`src/rtl/pipe_hazard_pkg.sv`:
```
`timescale 1ns/1ps
package pipe_hazard_pkg;

  // Strobes passed from the hazard control to the pipeline registers.
  typedef struct packed {
    logic holdPc;    // PC keeps its value
    logic holdFd;    // fetch/decode register keeps its value
    logic bubbleEx;  // execute input becomes a bubble
    logic squashFd;  // fetch/decode register becomes a bubble
  } hazStrobes_t;

endpackage

```
`src/rtl/pipe_hazard_cmp.sv`:
```
`timescale 1ns/1ps
// Operand comparators: one pair of match lines per decode source.
module pipe_hazard_cmp #(
  parameter int IDX_W   = 5,
  parameter int NUM_SRC = 2
) (
  input  logic [NUM_SRC-1:0][IDX_W-1:0] srcIdx,
  input  logic [NUM_SRC-1:0]            srcUse,
  input  logic [IDX_W-1:0]              exRd,
  input  logic                          exWe,
  input  logic [IDX_W-1:0]              memRd,
  input  logic                          memWe,
  output logic [NUM_SRC-1:0]            hitEx,
  output logic [NUM_SRC-1:0]            hitMem
);

  localparam logic [IDX_W-1:0] ZERO_IDX = '0;

  for (genvar s = 0; s < NUM_SRC; s++) begin : g_src
    logic liveSrc;
    assign liveSrc   = srcUse[s] && (srcIdx[s] != ZERO_IDX);
    assign hitEx[s]  = liveSrc && exWe  && (exRd  == srcIdx[s]);
    assign hitMem[s] = liveSrc && memWe && (memRd == srcIdx[s]);
  end

endmodule

```
`src/rtl/pipe_hazard_ctl.sv`:
```
`timescale 1ns/1ps
// Control: turns operand matches and branch status into pipeline strobes.
module pipe_hazard_ctl
  import pipe_hazard_pkg::*;
#(
  parameter int NUM_SRC = 2
) (
  input  logic               decValid,
  input  logic               decIsBranch,
  input  logic               decBrTaken,
  input  logic [NUM_SRC-1:0] hitEx,
  input  logic [NUM_SRC-1:0] hitMem,
  output hazStrobes_t        strobes
);

  logic stallReq;
  logic flushReq;

  // Producer still in execute or memory: wait for writeback pass-through.
  assign stallReq = decValid && ((|hitEx) || (|hitMem));

  // A branch only redirects in the cycle it leaves decode.
  assign flushReq = decValid && decIsBranch && decBrTaken;

  always_comb begin
    strobes          = '0;
    strobes.holdPc   = stallReq;
    strobes.holdFd   = stallReq;
    strobes.bubbleEx = stallReq;
    strobes.squashFd = flushReq && !stallReq;
  end

endmodule

```
`src/rtl/pipe_stall_flush.sv`:
```
`timescale 1ns/1ps
// Top: stall and flush controller for a bypass-free five-stage pipeline.
module pipe_stall_flush
  import pipe_hazard_pkg::*;
#(
  parameter int IDX_W   = 5,
  parameter int NUM_SRC = 2
) (
  input  logic                          clk,
  input  logic                          rstN,
  input  logic                          decValid,
  input  logic [NUM_SRC-1:0][IDX_W-1:0] decSrcIdx,
  input  logic [NUM_SRC-1:0]            decSrcUse,
  input  logic                          decIsBranch,
  input  logic                          decBrTaken,
  input  logic [IDX_W-1:0]              exRd,
  input  logic                          exWe,
  input  logic [IDX_W-1:0]              memRd,
  input  logic                          memWe,
  output logic                          holdPc,
  output logic                          holdFd,
  output logic                          bubbleEx,
  output logic                          squashFd
);

  logic [NUM_SRC-1:0] hitEx;
  logic [NUM_SRC-1:0] hitMem;
  hazStrobes_t        strobes;

  pipe_hazard_cmp #(
    .IDX_W  (IDX_W),
    .NUM_SRC(NUM_SRC)
  ) u_cmp (
    .srcIdx(decSrcIdx),
    .srcUse(decSrcUse),
    .exRd  (exRd),
    .exWe  (exWe),
    .memRd (memRd),
    .memWe (memWe),
    .hitEx (hitEx),
    .hitMem(hitMem)
  );

  pipe_hazard_ctl #(
    .NUM_SRC(NUM_SRC)
  ) u_ctl (
    .decValid   (decValid),
    .decIsBranch(decIsBranch),
    .decBrTaken (decBrTaken),
    .hitEx      (hitEx),
    .hitMem     (hitMem),
    .strobes    (strobes)
  );

  assign holdPc   = strobes.holdPc;
  assign holdFd   = strobes.holdFd;
  assign bubbleEx = strobes.bubbleEx;
  assign squashFd = strobes.squashFd;

endmodule

```
`config.mk`:
```
export PLATFORM = sky130hd
export DESIGN_NAME = pipe_stall_flush
export DESIGN_NICKNAME = d
export VERILOG_FILES = /design/src/rtl/pipe_hazard_pkg.sv /design/src/rtl/pipe_hazard_cmp.sv /design/src/rtl/pipe_hazard_ctl.sv /design/src/rtl/pipe_stall_flush.sv
export SDC_FILE = /design/constraint.sdc
export NUM_CORES = 1
export LEC_CHECK = 0
export BUFFER_PORTS_ARGS = -buffer_cell sky130_fd_sc_hd__buf_2
export CORE_AREA = 10 10 47 49
export DETAILED_ROUTE_END_ITERATION = 6
export DIE_AREA = 0 0 57 59
export PLACE_DENSITY_LB_ADDON = 0.12
export SETUP_SLACK_MARGIN = 0.1
export SYNTH_ARGS = -nofsm -noshare
export SYNTH_HDL_FRONTEND = slang
export SYNTH_SLANG_ARGS = --single-unit
```
`constraint.sdc`:
```
create_clock -name vclk -period 1.4
set_input_delay 0.07 -clock vclk [all_inputs]
set_output_delay 0.07 -clock vclk [all_outputs]
set_load 0.005 [all_outputs]
```
### Yosys cells after proc, flatten, opt, wreduce, memory -nomap -nowiden

Cells that the tools add are included.

* output and inout bits: 4
* logic and storage cells: 24
* input port bits: 29
* register bits: 0

* reductions and logical operators: 20
* equality and inequality tests: 4

Operators with widths (count)
* $eq 5x5->1: 4
* $logic_and 1x1->1: 14
* $reduce_bool 5->1: 2
* $reduce_or 2->1: 2
* $logic_not 1->1: 1
* $logic_or 1x1->1: 1

### Logic depth before layout (Yosys ltp)

* word-level depth: 9
* gate-level depth with buffers: 6
* mapped depth without buffers: 5

### Hierarchy

From an unflattened synthesis, not the netlist that was laid out.

* cells, all modules: 42
* area total of the unflattened synthesis: 317.8 um^2

Modules (own cells, without submodules)
* pipe_hazard_cmp: area each 267.8 um^2, seq. area each 0.0 um^2, cells an instance 36, instances 1
* pipe_hazard_ctl: area each 50.0 um^2, seq. area each 0.0 um^2, cells an instance 6, instances 1

### Worst setup path after synthesis

No wires, ideal clock.

* path type: input to output
* from: in decSrcIdx[4] (netlist bit)
* to: out holdFd
* data required time: 1.330 ns
* data arrival time: 1.136 ns
* slack: 0.194 ns
* stages: 5
* path buffers: 1
* cell sequence: or4_1 -> o21a_1 -> a32oi_1 -> nor2b_1 -> buf_4

* longest elaborated chain between the ends: 7
* elaborated cells between the ends (all ways): 12
* those cells by class: eq/ne (2); reduce/logical (10)

RTL lines
* start, declared: line pipe_stall_flush.sv:12 `input logic [NUM_SRC-1:0][IDX_W-1:0] decSrcIdx,`
* $reduce_bool 5->1: line pipe_hazard_cmp.sv:21 `assign liveSrc = srcUse[s] && (srcIdx[s] != ZERO_IDX);`
* $logic_and 1x1->1: line pipe_hazard_cmp.sv:21
* $logic_and 1x1->1 (on tied branches) (2 in a row): line pipe_hazard_cmp.sv:22, pipe_hazard_cmp.sv:23
* $reduce_or 2->1: line pipe_hazard_ctl.sv:20 `assign stallReq = decValid && ((|hitEx) || (|hitMem));`
* $logic_or 1x1->1 *: line pipe_hazard_ctl.sv:20
* $logic_and 1x1->1 *: line pipe_hazard_ctl.sv:20
* end, declared: line pipe_stall_flush.sv:21 `output logic holdFd,`

Mark *: on every way between the ends. The rest lies on a longest branch, timed or not.

### Final worst setup path

* from: in decSrcIdx[1] (netlist bit)
* to: out squashFd

* longest elaborated chain between the ends: 9
* elaborated cells between the ends (all ways): 14
* those cells by class: eq/ne (2); reduce/logical (12)

RTL lines
* $reduce_bool 5->1: line pipe_hazard_cmp.sv:21
* $logic_and 1x1->1: line pipe_hazard_cmp.sv:21
* $logic_and 1x1->1 (on tied branches) (2 in a row): line pipe_hazard_cmp.sv:22, pipe_hazard_cmp.sv:23
* $reduce_or 2->1: line pipe_hazard_ctl.sv:20
* $logic_or 1x1->1 *: line pipe_hazard_ctl.sv:20
* $logic_and 1x1->1 *: line pipe_hazard_ctl.sv:20
* $logic_not 1->1 *: line pipe_hazard_ctl.sv:30 `strobes.squashFd = flushReq && !stallReq;`
* $logic_and 1x1->1 *: line pipe_hazard_ctl.sv:30
* end, declared: line pipe_stall_flush.sv:23 `output logic squashFd`

Marks and branches as above.

==> results.yml <==
yosys:
  synth_area_leader_cell: "xnor2_1"
  syn_area_um2: 294
  synth.distinct_cells: 12
  synth_cells: 40
  synth-seq-area-share: 0
  syn_area_per_cell_um2: 7.35
  synth_top_area_share: 0.596
  yosysWarnings: 0
  synth_fp_nets: 69
  synth_area_leaders: "xnor2_1 (60%), nand4_1 (8.5%), nand2_1 (6.4%)"
final_layout:
  area.growth.synth_to_final_pct: 75.7
  drive_gt1_frac: 0.542
  diodes: 0
  ff_latch_area_um2: 0
  final_util: 0.369
  nets: 103
  clkbuf_count: 0
  seq_cell_count: 0
  finalInstanceArea_um2: 517
drt:
  vias: 383
  wl_um: 1130
  drcViolationCount: 0
  initialDrtViolationCount: 2
  wire_per_inst_um: 12.8
  postRouteAntennaNets: 0
  drtPass1Iterations: 2
  vias_per_cell: 4.35
global_route:
  overflow: 0
  grt_max_degree: 4
  grt_usage: 0.0647
  antenna_found_initial: 0
  first_global_vias: 461
  grt_pass1_wl_um: 1920
setup_path:
  path_max_fanout: 2
  start_kind: "input port"
  worstPathRequired_ns: 1.33
  path_class: "input port to primary output"
  worst_setup_path_end_kind: "primary output"
  cp.arrival_ns: 1.36
floorplanning:
  core_region_area_um2: 1400
  die_y_um: 59
  io_pins: 33
  row_count: 14
  die_x_um: 57
  die-area_um2: 3360
  initial_core_util: 0.210
clocking:
  cts_hold_buf: 0
power_and_ir_drop:
  leakage_uw: 0.000222
  p_per_area_nw_per_um2: 291
  vdd_ir_drop_max_v: 0.000106
timing:
  max_freq_mhz: 698
  setup_viol: 4
  period_share: 1.02
  rsz0062_at_grt: "true"
  fin_ws_ns: -0.0333
  holdWs_ns: 0.467
  min_period_ns: 1.43
  slew_violations: 0
  finalHoldViolCount: 0
  tightest_slew_ns: 0.173
  maxSlewHeadroom: 0.884
placement:
  gp_congestion: 0.786
  placed_area_um2: 469
  port_buffers: 31
job:
  drv_cap: 0
hold_path:
  hold_class: "input port to primary output"
outcome:
  violations: "setup timing"
  status: "complete, but fails checks"
==> cell usage after synthesis <==
cell type and instances:
a32oi_1 1, and4_1 1, buf_4 2, nand2_1 5, nand4_1 4, nor2_1 1, nor2b_1 1, nor3_1 1
o21a_1 1, o22ai_1 2, or4_1 1, xnor2_1 20
==> placed cells by master (no fill, tap or decap), types with 2 or more instances in the layout <==
cell,Yosys,routed
buf_4,2,3
nand4_1,4,4
buf_2,0,29
xnor2_1,20,19
nand2_1,5,5
buf_6,0,2
==> layer usage <==
| layer | share of wire | track usage |
|---|---|---|
| met3 | 0.080 | 0.0172 |
| met4 | 0 | 0 |
| met2 | 0.46 | 0.118 |
| met1 | 0.46 | 0.0780 |
| met5 | 0 | 0 |
==> worst max-delay path: stages <==
cell and delay [ns]:
buf_6 0.09, or4_4 0.52, o21a_1 0.20, a32oi_2 0.17
and4_1 0.20, buf_2 0.11
==> power breakdown <==
group	internal [uW]	total, uW	switching, uW
combinational	87.4	151	63.2
sequential	0	0	0
clock	0	0	0
==> final cells by class <==
class                      instances  area [um2]
timing repair buffer              34         190
multi-input combinational         38         307
fill                             172         885
tap                               16        20.0
==> final timing paths <==
check    startpoint       end  slack, ns  depth (start not counted)
max    decSrcIdx[1]  squashFd      -0.03                          6
min     decIsBranch  squashFd       0.47                          3
==> cell families (layout without fill, tap and decap cells) <==
family / after synthesis / after routing / share of synthesized area
XOR/XNOR: 20 / 20 / 0.596
AO/OA/AOI/OAI: 4 / 4 / 0.0979
buffers and inverters: 2 / 34 / 0.0510
AND/OR/NAND/NOR: 14 / 14 / 0.255
==> through the flow <==
stage | worst slack, ns | cells | setup TNS (ns) | power (uW)
CTS | -0.0689 | 87 | -0.0689 | 143
global route | -0.103 | 88 | -0.340 | 167
detailed placement | -0.0819 | 87 | -0.0819 | 139
floorplan | 0.194 | 40 | 0 | 67.2
global placement | -0.0728 | 87 | -0.0728 | 139
finish | -0.0333 | 88 | -0.0990 | 151
==> timing repair <==
action / 4_1_cts / 5_1_grt
hold endpoints to repair: 0 / 0
pin swaps: 4 / 6
endpoints found under the setup margin: 4 / 4
cloned: 0 / 0
gates resized for setup: 2 / 5
buffers inserted: 0 / 1
(Power assumes the default switching activity.)
